[src/rtl/vstep_pkg.sv]
package vstep_pkg;

    localparam int unsigned VS_STEP_W = 7;
    localparam int unsigned VS_SUB_W  = 2;
    localparam int unsigned VS_MAX_VL = 2 ** (VS_STEP_W - 1);
    localparam int unsigned VS_SHAPES = 4;

    typedef enum logic [2:0] {
        OP_ADVANCE,
        OP_SHAPE,
        OP_COUNTER,
        OP_ORDER,
        OP_NONE
    } vs_op_e;

    typedef struct packed {
        logic [VS_STEP_W-1:0] src_step;
        logic [VS_STEP_W-1:0] dst_step;
        logic [VS_SUB_W-1:0]  src_sub;
        logic [VS_SUB_W-1:0]  dst_sub;
        logic                 src_outer;
        logic                 dst_outer;
    } vs_state_t;

    typedef struct packed {
        logic lt;
        logic gt;
        logic eq;
        logic so;
    } vs_cr_t;

    function automatic vs_op_e vs_decode(input logic [3:0] mode);
        if (mode == 4'd0)             return OP_ADVANCE;
        else if (mode <= 4'd4)        return OP_SHAPE;
        else if (mode <= 4'd8)        return OP_COUNTER;
        else if (mode[3:2] == 2'b11)  return OP_ORDER;
        else                          return OP_NONE;
    endfunction

    function automatic logic vs_at_end(input vs_state_t s,
                                       input logic [VS_STEP_W-1:0] vl,
                                       input logic [VS_SUB_W-1:0] subvl);
        logic [VS_STEP_W-1:0] last;
        last = vl - VS_STEP_W'(1);
        return ((s.src_step == last) && (s.src_sub == subvl)) ||
               ((s.dst_step == last) && (s.dst_sub == subvl));
    endfunction

endpackage

[src/rtl/vstep_seek.sv]
module vstep_seek #(
    parameter int unsigned N = 64,
    parameter int unsigned W = 7
) (
    input  logic [W-1:0] cur,
    input  logic [W-1:0] vl,
    input  logic [N-1:0] mask,
    input  logic         skip,
    output logic         found,
    output logic [W-1:0] nxt
);
    always_comb begin
        found = 1'b0;
        nxt   = '0;
        for (int i = N - 1; i >= 0; i--) begin
            if ((i > int'(cur)) && (i < int'(vl)) && (!skip || mask[i])) begin
                found = 1'b1;
                nxt   = W'(i);
            end
        end
    end
endmodule

[src/rtl/vstep_walker.sv]
module vstep_walker #(
    parameter int unsigned N  = 64,
    parameter int unsigned W  = 7,
    parameter int unsigned SW = 2
) (
    input  logic          clk,
    input  logic          rst,
    input  logic [W-1:0]  cur_step,
    input  logic [SW-1:0] cur_sub,
    input  logic          outer_sub,
    input  logic [W-1:0]  vl,
    input  logic [SW-1:0] subvl,
    input  logic [N-1:0]  mask,
    input  logic          skip,
    output logic [W-1:0]  nxt_step,
    output logic [SW-1:0] nxt_sub
);
    logic         hit;
    logic [W-1:0] hit_idx;
    logic         sub_last;

    vstep_seek #(.N(N), .W(W)) u_seek (
        .cur   (cur_step),
        .vl    (vl),
        .mask  (mask),
        .skip  (skip),
        .found (hit),
        .nxt   (hit_idx)
    );

    assign sub_last = (cur_sub == subvl);

    always_comb begin
        nxt_step = cur_step;
        nxt_sub  = cur_sub;
        if (!outer_sub) begin
            if (!sub_last) begin
                nxt_sub = cur_sub + SW'(1);
            end else begin
                nxt_sub  = '0;
                nxt_step = hit ? hit_idx : '0;
            end
        end else begin
            if (hit) begin
                nxt_step = hit_idx;
            end else begin
                nxt_step = '0;
                nxt_sub  = sub_last ? '0 : cur_sub + SW'(1);
            end
        end
    end


    skip_lands_on_set_chk: assert property (@(posedge clk) disable iff (rst)
        (skip && hit) |-> mask[hit_idx]);


    skip_moves_forward_chk: assert property (@(posedge clk) disable iff (rst)
        hit |-> (hit_idx > cur_step) && (hit_idx < vl));

endmodule

[src/rtl/vstep_unit.sv]
module vstep_unit
    import vstep_pkg::*;
#(
    parameter int unsigned DATA_W = 64
) (
    input  logic                           clk,
    input  logic                           rst,
    input  logic                           req_valid,
    input  logic [3:0]                     req_mode,
    input  logic                           req_step_en,
    input  logic                           req_record,
    input  logic [VS_STEP_W-1:0]           cfg_vl,
    input  logic [VS_SUB_W-1:0]            cfg_subvl,
    input  logic [VS_MAX_VL-1:0]           src_mask,
    input  logic [VS_MAX_VL-1:0]           dst_mask,
    input  logic                           src_skip,
    input  logic                           dst_skip,
    input  logic [VS_SHAPES*VS_STEP_W-1:0] shape_off,
    output logic                           res_valid,
    output logic [DATA_W-1:0]              res_data,
    output logic                           res_cr_valid,
    output logic [3:0]                     res_cr
);
    localparam int unsigned SIDES = 2;

    vs_state_t                st, st_next;
    vs_op_e                   op;
    logic [DATA_W-1:0]        result_c;
    vs_cr_t                   cr_c;
    logic [1:0]               shape_sel;
    logic [1:0]               ctr_sel;

    logic [VS_STEP_W-1:0]     w_step [SIDES];
    logic [VS_SUB_W-1:0]      w_sub  [SIDES];
    logic                     w_out  [SIDES];
    logic [VS_MAX_VL-1:0]     w_mask [SIDES];
    logic                     w_skip [SIDES];
    logic [VS_STEP_W-1:0]     n_step [SIDES];
    logic [VS_SUB_W-1:0]      n_sub  [SIDES];

    assign op        = vs_decode(req_mode);
    assign shape_sel = 2'(req_mode - 4'd1);
    assign ctr_sel   = 2'(req_mode - 4'd5);

    always_comb begin
        w_step[0] = st.src_step;  w_step[1] = st.dst_step;
        w_sub[0]  = st.src_sub;   w_sub[1]  = st.dst_sub;
        w_out[0]  = st.src_outer; w_out[1]  = st.dst_outer;
        w_mask[0] = src_mask;     w_mask[1] = dst_mask;
        w_skip[0] = src_skip;     w_skip[1] = dst_skip;
    end

    for (genvar g = 0; g < SIDES; g++) begin : g_side
        vstep_walker #(
            .N  (VS_MAX_VL),
            .W  (VS_STEP_W),
            .SW (VS_SUB_W)
        ) u_walk (
            .clk       (clk),
            .rst       (rst),
            .cur_step  (w_step[g]),
            .cur_sub   (w_sub[g]),
            .outer_sub (w_out[g]),
            .vl        (cfg_vl),
            .subvl     (cfg_subvl),
            .mask      (w_mask[g]),
            .skip      (w_skip[g]),
            .nxt_step  (n_step[g]),
            .nxt_sub   (n_sub[g])
        );
    end

    always_comb begin
        st_next = st;
        if (req_step_en) begin
            unique case (op)
                OP_ADVANCE: begin
                    st_next.src_step = n_step[0];
                    st_next.src_sub  = n_sub[0];
                    st_next.dst_step = n_step[1];
                    st_next.dst_sub  = n_sub[1];
                end
                OP_ORDER: begin
                    st_next.src_outer = req_mode[0];
                    st_next.dst_outer = req_mode[1];
                end
                default: ;
            endcase
        end
    end

    always_comb begin
        result_c = '0;
        unique case (op)
            OP_SHAPE:   result_c = DATA_W'(shape_off[shape_sel*VS_STEP_W +: VS_STEP_W]);
            OP_COUNTER: begin
                unique case (ctr_sel)
                    2'd0:    result_c = DATA_W'(st.src_step);
                    2'd1:    result_c = DATA_W'(st.dst_step);
                    2'd2:    result_c = DATA_W'(st.src_sub);
                    default: result_c = DATA_W'(st.dst_sub);
                endcase
            end
            OP_ORDER:   result_c = DATA_W'({req_mode[0], req_mode[1]});
            default:    result_c = '0;
        endcase
    end

    always_comb begin
        cr_c    = '0;
        cr_c.eq = vs_at_end(st, cfg_vl, cfg_subvl);
    end

    always_ff @(posedge clk) begin
        if (rst) begin
            st           <= '0;
            res_valid    <= 1'b0;
            res_data     <= '0;
            res_cr_valid <= 1'b0;
            res_cr       <= '0;
        end else begin
            res_valid    <= req_valid;
            res_cr_valid <= req_valid && req_record;
            if (req_valid) begin
                st       <= st_next;
                res_data <= result_c;
                res_cr   <= req_record ? cr_c : '0;
            end
        end
    end


    result_follows_req_chk: assert property (@(posedge clk) disable iff (rst)
        req_valid |=> res_valid);


    idle_is_quiet_chk: assert property (@(posedge clk) disable iff (rst)
        !req_valid |=> !res_valid && !res_cr_valid);


    no_enable_no_change_chk: assert property (@(posedge clk) disable iff (rst)
        (req_valid && !req_step_en) |=> (st == $past(st)));


    reserved_mode_zero_chk: assert property (@(posedge clk) disable iff (rst)
        (req_valid && req_mode >= 4'd9 && req_mode <= 4'd11)
        |=> (res_data == '0) && (st == $past(st)));


    order_write_chk: assert property (@(posedge clk) disable iff (rst)
        (req_valid && req_step_en && req_mode[3:2] == 2'b11)
        |=> (st.src_outer == $past(req_mode[0])) && (st.dst_outer == $past(req_mode[1])));


    cr_with_result_chk: assert property (@(posedge clk) disable iff (rst)
        res_cr_valid |-> res_valid);

endmodule

[config.mk]
export PLATFORM = sky130hd
export DESIGN_NAME = vstep_unit
export DESIGN_NICKNAME = d
export VERILOG_FILES = /design/src/rtl/vstep_pkg.sv /design/src/rtl/vstep_seek.sv /design/src/rtl/vstep_walker.sv /design/src/rtl/vstep_unit.sv
export SDC_FILE = /design/constraint.sdc
export NUM_CORES = 1
export LEC_CHECK = 0
export BUFFER_PORTS_ARGS = -buffer_cell sky130_fd_sc_hd__buf_2
export CORE_UTILIZATION = 40
export DETAILED_ROUTE_END_ITERATION = 8
export PLACE_DENSITY_LB_ADDON = 0.12
export SLEW_MARGIN = 15
export SYNTH_ARGS = -nofsm -noshare
export SYNTH_HDL_FRONTEND = slang
export SYNTH_HIERARCHICAL = 1
export SYNTH_SLANG_ARGS = --single-unit
[constraint.sdc]
create_clock -name clk -period 3.9 [get_ports clk]
set_input_delay 0.78 -clock clk [delete_from_list [all_inputs] [get_ports clk]]
set_output_delay 0.78 -clock clk [all_outputs]
set_load 0.1 [all_outputs]
After elaboration in Yosys (flattened, before gate mapping)
Cells that the tools add are included.
Cells by class
  add/sub/neg operators: 5
  multipliers: 1
  $lt $le $gt $ge: 191
  equal/unequal tests: 12
  shift operators: 1
  muxes and demuxes: 271
  reductions and logical operators: 394
Operators with widths (count)
  7-bit 2-to-1 mux: 130
  6-bit by 7-bit greater-than comparator with 1-bit output (first input constant): 64
  1-bit logical AND: 255
  5-bit by 7-bit greater-than comparator with 1-bit output (first input constant): 32
  6-bit by 7-bit < comparator with 1-bit output (first input constant): 32
  1-bit logical OR: 127
  1-bit 2-to-1 mux: 126
  4-bit by 7-bit greater-than comparator with 1-bit output (first input constant): 16
  5-bit by 7-bit < comparator with 1-bit output (first input constant): 16
  3-bit by 7-bit greater-than comparator with 1-bit output (first input constant): 8
  4-bit by 7-bit < comparator with 1-bit output (first input constant): 8
  7-bit case mux with 3 select lines: 2
  2-bit by 7-bit greater-than comparator with 1-bit output (first input constant): 4
  3-bit by 7-bit < comparator with 1-bit output (first input constant): 4
  28-bit by 6-bit indexed part select with 7-bit output: 1
  4-bit AND reduction: 4
  7-bit == test: 2
  1-bit by 7-bit greater-than comparator with 1-bit output (first input constant): 2
  2-bit by 7-bit < comparator with 1-bit output (first input constant): 2
  2-bit 2-to-1 mux: 7
  3-bit 2-to-1 mux: 4
  6-bit 2-to-1 mux: 2
  1-bit by 7-bit < comparator with 1-bit output (first input constant): 1
  7-bit by 1-bit subtractor with 7-bit output (second input constant): 1
  17 further kinds: 25
Storage, ports and cells
  register bits after elaboration: 90
  bits of input ports: 176
  output and inout bits: 70

Depth between registers and ports, before layout
Gate-level depths: netlist of the first run.
  word-level depth: 69
  depth in mapped cells: 18
  depth with buffers taken out: 14

Cells and area by module
Netlist of the first run, hierarchy kept.
By module, submodules not included
  vstep_seek: times used 2, cells each 469, area an instance 2954.1 µm², sequential area each 0.0 µm²
  vstep_unit: times used 1, cells each 304, area an instance 2446.1 µm², sequential area each 600.6 µm²
  vstep_walker: times used 2, cells each 36, area an instance 227.7 µm², sequential area each 0.0 µm²

Least setup slack after synthesis of the first run
No wires, ideal clock.
  path type: input-to-reg
  from: input port cfg_vl[3]
  to: register st[3] (netlist bit)
  library setup time: 132 ps
  arrival: 3370 ps
  path slack: 398 ps
  stages on the path: 13
  cells stage by stage: buf_4 or4b_4 o22ai_2 nor3_1 or2_4 or4b_4 and2b_1 and2b_1 nand2_1 clkbuf_1 a311o_2 nand2_1 a21oi_1
On the way
  word-level cells in the longest chain between the ends: 68
  elaborated cells between the ends (all ways): 254
RTL lines
  start, declared: RTL line vstep_unit.sv:12  | input logic [VS_STEP_W-1:0] cfg_vl,
  6-bit by 7-bit < comparator with 1-bit output: RTL line vstep_seek.sv:16  | if ((i > int'(cur)) && (i < int'(vl)) && (!skip || mask[i])) begin
  1-bit logical AND (2 in series): RTL line vstep_seek.sv:16
  1-bit 2-to-1 mux (62 in series): RTL line vstep_seek.sv:16
  1-bit 2-to-1 mux (*): RTL line vstep_seek.sv:16
  via g_side[1].u_walk.hit: RTL line vstep_walker.sv:18  | logic hit;
  2-bit inequality test (no line) (*)
  4-bit AND reduction (no line) (*)
  end signal, assigned: RTL line vstep_unit.sv:125  | st <= st_next;
  end, declared: RTL line vstep_unit.sv:26  | vs_state_t st, st_next;
Mark *: on every way through the listed nets, which the timed path passes. The rest lies on a longest branch.
A chain may end at the register's enable or synchronous reset.

Worst setup path in the final report of the first run
  from: register st[15] (netlist bit)
  to: register st[5] (netlist bit)
On the way
  word-level cells in the longest chain between the ends: 68
  elaborated cells between the ends (all ways): 254
RTL lines (RTL line)
  6-bit by 7-bit greater-than comparator with 1-bit output: vstep_seek.sv:16
  1-bit logical AND (2 in series): vstep_seek.sv:16
  1-bit 2-to-1 mux (62 in series): vstep_seek.sv:16
  1-bit 2-to-1 mux (*): vstep_seek.sv:16
  via g_side[0].u_walk.hit: vstep_walker.sv:18
  2-bit inequality test (no line) (*)
  4-bit AND reduction (no line) (*)
Marked as above.

==> impl_metrics.yaml, run 1 <==
run_status:
  run_status: "completed"
cells_and_area:
  design_area_mm2: 0.0108
  areaGrowthSynthToFinish_pct: 22.8
  fin_cells: 1854
  layout.nets: 1759
  final_util_pct: 50.8
  nFillCells: 2289
  diodes: 0
  drive_above_1_share_pct: 27.5
timing:
  worstMarginPinSlew_ns: 0.848
  worst_slack_ns: 0.263
  rsz0062_at_grt: "false"
  tns_ns: 0
  max_freq_mhz: 275
  final_hold_viol_count: 0
  fin_crit_sh_pct: 93.2
  hold_ws_ns: 0.472
  clock_skew_ns: 0.00541
  drv_slew: 0
  setup_viol: 0
  min_period_ns: 3.64
  slew_headroom_pct: 43.4
worst_hold_path:
  hp-class: "reg2reg"
floorplan:
  design.portCount: 246
  dieHeight_um: 150
  initial_core_util_pct: 41.4
  die_area_mm2: 0.0226
  dieWidth_um: 150
  core-area_mm2: 0.0213
  rows: 53
setup_path:
  critPathBufInv: 2
  crit_type: "reg2reg"
  end_kind: "flop"
  reg2regPathDepth: 15
  cp.required_ns: 4.11
  crit_path_start: "st[15]"
  crit_cells: 15
  reg2reg_to: "st[5]"
  cp_max_fo: 18
  cp_top_family: "compound AO/OA/AOI/OAI gates"
  cp-endpoint: "st[5]"
  r2r_slack_ns: 0.26
  crit_chain: "buf_4 > a21o_1 > a211oi_1 > o221a_2 > buf_4 > nor2b_1 > and2_1 > nand2b_1 > or3_1 > nor2_1 > nand2_1 > a2111oi_0 > a311o_2 > nand2_1 > a21oi_1"
  crit_slowest_cell: "dfxtp_1"
  crit_path_max_incr_delay_ns: 0.84
  arrival_ns: 3.84
  r2r-start: "st[15]"
  start_kind: "flop"
power_and_ir_drop:
  p_int_mw: 0.928
  pwr-share-clk_pct: 21.3
  p_per_area_mw_per_mm2: 167
  p_seq_share_pct: 17.4
  power_leakage_nw: 4.56
  ir_drop_v: 0.000159
  p_switching_mw: 0.882
  switching_share_pct: 48.7
  combPwrFrac_pct: 61.2
  p_total_mw: 1.81
cts:
  cts_resized: 0
  clk_latency_ns: 0.28
  clk_pin_slew_ns: 0.05
  ctsHoldBuffers: 0
  cts_tree: "built"
  cts_setup_buffers: 0
  clock_path_buffers: 2
  root_buffer: "clkbuf_16"
  cts_buffers: 5
  htreeDepth: 2
  clock_sinks: 30
detailed_routing:
  routed_via_density: 6.31
  first_pass_iters: 6
  wl_per_cell_um: 22.6
  drtIter0Drc: 986
  via_count: 11700
  drt-total-wl_um: 41900
  ant_nets: 0
  drc: 0
logic_synthesis:
  syn_area_mm2: 0.00881
  synth_edf_count: 0
  synthArstFlopShare_pct: 0
  ys_ff_latch: 30
  yosysUniqueCellTypes: 94
  yosysSeqAreaShare_pct: 6.82
  ys.warnings.count: 6
  synthFlopType: "dfxtp_1"
  syn_inst: 1314
  syn_avg_cell_area_um2: 6.70
global_route:
  gr-usage-all-layers_pct: 36.1
  grt_max_degree: 40
  grt_pass1_vias: 11000
  antenna_found_initial: 0
  grt_pass1_wl_um: 62800
  overflow: 0
placement:
  placed_area_mm2: 0.0107
  dp_hpwl_um: 33100
  dp.cells: 1846
  portBuffers: 183
  place_ws_ns: 0.0736
  place.gp.congestion: 1.03
flow_run:
  cap_viol_max_count: 0
[cell usage in the layout (no fill, tap or decap), drive strengths merged, types with 9 or more instances in the layout]
master   count
a211o       12
a211oi      23
a21o        14
a21oi       82
a221oi      10
a22oi       15
a2bb2oi     12
a311oi      12
a31oi       12
a32oi        9
and2        17
and3        23
buf        364
conb        62
dfxtp       30
inv         61
mux2i       14
nand2      158
nand2b      33
nand3       52
nand4       16
nor2        81
nor2b       21
nor3        35
nor3b       17
nor4         9
nor4b       10
o2111ai     33
o211ai      17
o21a         9
o21ai       77
o221ai      16
o22ai       22
or2         13
or3         10
xnor2       11
xor2        10
[worst reg2reg max path, stage by stage, from the launching register on]
cell and delay [ns]:
dfxtp_1 0.84, buf_4 0.36, a21o_1 0.17, a211oi_1 0.13
o221a_2 0.17, buf_4 0.14, nor2b_1 0.24, and2_1 0.21
nand2b_1 0.07, or3_1 0.33, nor2_1 0.10, nand2_1 0.09
a2111oi_0 0.36, a311o_2 0.17, nand2_1 0.04, a21oi_1 0.14
[per-layer routing]
layer  up-vias  routed length [µm]  global-route usage, %
met5         -                   0                      0
met4         0                2470                   20.5
met3       160                3810                   4.03
met2       760               19000                   59.3
met1      5404               16600                   45.8
li1       5378                   -                      -
[cell usage after synthesis, types with 7 or more instances]
| master | count | area, µm² |
|---|---|---|
| and3_1 | 21 | 131 |
| nand4_1 | 16 | 100 |
| a21oi_1 | 80 | 400 |
| o21ai_0 | 75 | 375 |
| mux4_2 | 7 | 158 |
| nor4_1 | 7 | 43.8 |
| buf_4 | 71 | 533 |
| clkbuf_1 | 31 | 116 |
| buf_6 | 15 | 169 |
| a221oi_1 | 10 | 87.6 |
| a21o_1 | 14 | 105 |
| a211o_1 | 12 | 105 |
| nor3_1 | 32 | 160 |
| a32oi_1 | 9 | 78.8 |
| nor2_1 | 81 | 304 |
| nand3_1 | 52 | 260 |
| buf_2 | 49 | 245 |
| xnor2_1 | 9 | 78.8 |
| a311oi_1 | 12 | 105 |
| inv_1 | 61 | 229 |
| nor4bb_1 | 8 | 80.1 |
| o22ai_1 | 18 | 113 |
| xor2_1 | 10 | 87.6 |
| o21a_1 | 9 | 67.6 |
| a22oi_1 | 15 | 113 |
| a31oi_1 | 12 | 75.1 |
| and2_1 | 17 | 106 |
| o2111a_1 | 8 | 90.1 |
| and2b_1 | 8 | 60.1 |
| nand2_1 | 158 | 593 |
| nand2b_1 | 31 | 194 |
| nor2b_1 | 21 | 131 |
| o221ai_1 | 16 | 140 |
| or2_2 | 7 | 43.8 |
| a211oi_1 | 23 | 173 |
| o2111ai_1 | 33 | 289 |
| nor3b_1 | 17 | 128 |
| dfxtp_1 | 30 | 601 |
| mux2i_1 | 14 | 140 |
| or3_1 | 10 | 62.6 |
| o211ai_1 | 17 | 128 |
| a2bb2oi_1 | 12 | 105 |
[worst min-delay path by stage]
stage | depth (start not counted) | slack, ns | start | end
6_report | 2 | 0.47 | res_data[6] | res_data[6]
3_3_place_gp | 2 | 0.46 | res_data[6] | res_data[6]
2_1_floorplan | 2 | 0.48 | st[9] | st[9]
4_1_cts | 2 | 0.48 | res_data[6] | res_data[6]
5_1_grt | 2 | 0.50 | res_data[6] | res_data[6]
3_5_place_dp | 2 | 0.47 | res_data[6] | res_data[6]
[cells by family after synthesis]
family,Yosys count,synth area share (%)
fa+ha+maj,5,0.710
flops,30,6.82
simple gates,544,33.6
other cells,3,0.128
xor+xnor,22,2.51
buf+inv,227,14.7
compound gates,461,38.0
mux,22,3.51
[power by group through the flow]
stage	sequential [mW]	combinational, mW	clock (mW)
floorplan	0.350	0.764	0
global placement	0.322	1.09	0
detailed placement	0.322	1.08	0
CTS	0.316	1.09	0.389
global route	0.316	1.17	0.408
finish	0.316	1.11	0.386
[final cells by class]
type | instances | area [µm²] | share of cell area (%)
clock inverter | 1 | 5.00 | 0.0462
clock buffer | 7 | 143 | 1.32
inverter | 61 | 229 | 2.12
multi-input combinational | 1116 | 7140 | 66.0
sequential | 30 | 601 | 5.55
timing repair buffer | 364 | 2360 | 21.8
tap | 275 | 344 | 3.18
[flip-flops by register name, summed over array words and instances (netlist names)]
register / cells
res_cr: 1
res_cr_valid: 1
res_data: 7
res_valid: 1
st: 20
(Power assumes the default switching activity.)
==> run 2, diff against run 1 <==
--- a/config.mk
+++ b/config.mk
@@ -12,5 +12,4 @@
 export SLEW_MARGIN = 15
 export SYNTH_ARGS = -nofsm -noshare
 export SYNTH_HDL_FRONTEND = slang
-export SYNTH_HIERARCHICAL = 1
 export SYNTH_SLANG_ARGS = --single-unit
==> run 2 against run 1 <==
Against the previous run:
- sequential power down 7.0%
- setup slack better by 0.064 ns
- cell area down 11%
- critical path depth down 5
- area after synthesis down 6.8%
- critical path type is now in2reg
- sequential share of layout area up 0.29 points
- hold slack worse by 0.0014 ns
- final cell count down 11%
- highest routed layer unchanged
- die area down 6.7%
- routed wire length down 12%
==> impl_metrics.yaml, run 2 <==
setup_path:
  start_kind: "primary input"
  cp_max_fo: 27
  cp.required_ns: 4.08
  reg2regPathDepth: 8
  end_kind: "flop"
  r2r-start: "st[14]"
  r2r_slack_ns: 0.36
  reg2reg_to: "st[13]"
  arrival_ns: 3.76
  crit_type: "in2reg"
logic_synthesis:
  synthTopCellsByArea: "dfxtp_1 (6.8%), buf_4 (6.7%), a21oi_1 (4.5%)"
  yosys.cell_count.top_type: "nand2_1"
  ys_ff_latch: 28
  yosys.area.top_type: "dfxtp_1"
  synth_edf_count: 0
  yosysUniqueCellTypes: 113
  synth_top_area_share_pct: 6.83
  syn_inst: 1180
  ys.warnings.count: 0
  synthFlopType: "dfxtp_1"
  synthArstFlopShare_pct: 0
  syn_avg_cell_area_um2: 6.96
  synthTopCellsByCount: "nand2_1 (85), nor2_1 (83), a21oi_1 (74)"
  yosysSeqAreaShare_pct: 6.83
  syn_area_mm2: 0.00821
timing:
  fin_crit_sh_pct: 91.6
  worstMarginPinSlew_ns: 1.03
  rsz0062_at_grt: "false"
  clock_skew_ns: 0.00530
  final_hold_viol_count: 0
  tns_ns: 0
  min_period_ns: 3.57
  max_freq_mhz: 280
  setup_viol: 0
  drv_slew: 0
  slew_headroom_pct: 30.7
worst_hold_path:
  min_to: "res_cr[1]"
  holdPathStages: 2
  hp-class: "reg2reg"
  hold_path.startpoint: "res_cr[1]"
cts:
  cts_buffers: 3
  clock_path_buffers: 2
  clock_sinks: 28
  cts_tree: "built"
  clk_pin_slew_ns: 0.07
  cts_setup_buffers: 0
  cts_resized: 0
  ctsHoldBuffers: 0
  clk_latency_ns: 0.27
  root_buffer: "clkbuf_16"
  htreeDepth: 1
floorplan:
  dieWidth_um: 145
  initial_core_util_pct: 40.7
  core-area_mm2: 0.0202
  dieHeight_um: 145
  die_area_mm2: 0.0211
  design.portCount: 246
  rows: 52
global_route:
  antenna_found_initial: 0
  grt_pass1_vias: 9438
  grt_max_degree: 36
  gr-usage-all-layers_pct: 33.6
  grt_pass1_wl_um: 54700
  overflow: 0
placement:
  place.gp.congestion: 0.991
  dp_hpwl_um: 30000
  placed_area_mm2: 0.00950
  dp.cells: 1637
  portBuffers: 183
cells_and_area:
  final_cell_mix: "buf_2 (183), buf_4 (102), nand2_1 (85)"
  fin_cells: 1641
  largest-register: "st"
  top_regs: "st x18, res_data x7"
  drive_above_1_share_pct: 26.5
  layout_commonest_cell: "buf_2"
  areaGrowthSynthToFinish_pct: 17.0
  largest_register_ffs: 18
  layout.nets: 1554
  diodes: 0
  design_area_mm2: 0.00961
power_and_ir_drop:
  p_total_mw: 1.64
  power_leakage_nw: 3.99
  ir_drop_v: 0.000216
  p_per_area_mw_per_mm2: 170
detailed_routing:
  drc: 0
  drtIter0Drc: 1126
  wl_per_cell_um: 22.3
  routed_via_density: 6.26
  via_count: 10300
  ant_nets: 0
  first_pass_iters: 7
  drt-total-wl_um: 36700
flow_run:
  cap_viol_max_count: 0
run_status:
  run_status: "completed"
==> run 2: cell count changes after synthesis, sizes merged, moves of 12 or more <==
cell,delta
o2111ai,-18
nand2,-72
inv,-29
mux2i,-12
nor3,-14
==> run 2: layout make-up <==
class | count | area (µm²)
Clock buffer | 3 | 75.1
Clock inverter | 1 | 30.0
Fill cell | 2180 | 10600
Inverter | 33 | 124
Multi-Input combinational cell | 1017 | 6720
Sequential cell | 28 | 561
Tap cell | 270 | 338
Timing Repair Buffer | 289 | 1760
==> run 2: worst max-delay path by stage <==
| stage | start | to |
|---|---|---|
| 3_5_place_dp | cfg_vl[3] | st[13] |
| 6_report | cfg_vl[3] | st[13] |
| 2_1_floorplan | cfg_vl[1] | st[9] |
| 3_3_place_gp | cfg_vl[3] | st[13] |
| 5_1_grt | st[14] | st[4] |
| 4_1_cts | cfg_vl[3] | st[13] |
==> run 2: report_power, final <==
part | total, mW | internal [mW] | switching [mW] | leakage, nW
sequential | 0.294 | 0.291 | 0.00353 | 0.227
combinational | 1.03 | 0.316 | 0.712 | 3.71
clock | 0.314 | 0.205 | 0.109 | 0.0511
==> run 2: kinds of logic (layout without fill, tap and decap cells) <==
| group | count (synthesis) | count (layout) | synth area share, % |
|---|---|---|---|
| AO/OA/AOI/OAI | 462 | 462 | 41.5 |
| AND/OR/NAND/NOR | 459 | 459 | 32.2 |
| buffers and inverters | 194 | 326 | 14.0 |
| flip-flops | 28 | 28 | 6.83 |
| XOR/XNOR | 20 | 20 | 2.13 |
| multiplexers | 10 | 10 | 2.30 |
| adder cells (fa/ha/maj) | 6 | 6 | 0.914 |
| other | 1 | 60 | 0.0457 |
==> run 2: critical path, stage by stage <==
cell and delay (ns):
buf_2 0.44, buf_4 0.29, o31ai_1 0.09, and2_1 0.19
a2111oi_1 0.47, o21bai_1 0.11, a31oi_1 0.25, nor3b_2 0.27
or4b_1 0.56, a221oi_1 0.30
==> run 2: through the flow <==
step / hold slack (ns) / utilization [%] / setup slack [ns]
global route: 0.498 / 47.6 / 0.00535
finish: 0.470 / 47.6 / 0.328
floorplan: 0.488 / - / 0.739
detailed placement: 0.457 / 47.1 / 0.134
CTS: 0.476 / 47.6 / 0.405
global placement: 0.459 / 47.1 / 0.163
==> run 2: per-layer routing <==
metal	vias to the layer above	part of all wire, %	global-route usage, %
met5	-	0	0
met4	0	4.3	13.3
met3	83	8.4	3.49
met2	586	46	56.0
met1	4749	42	44.2
li1	4854	-	-
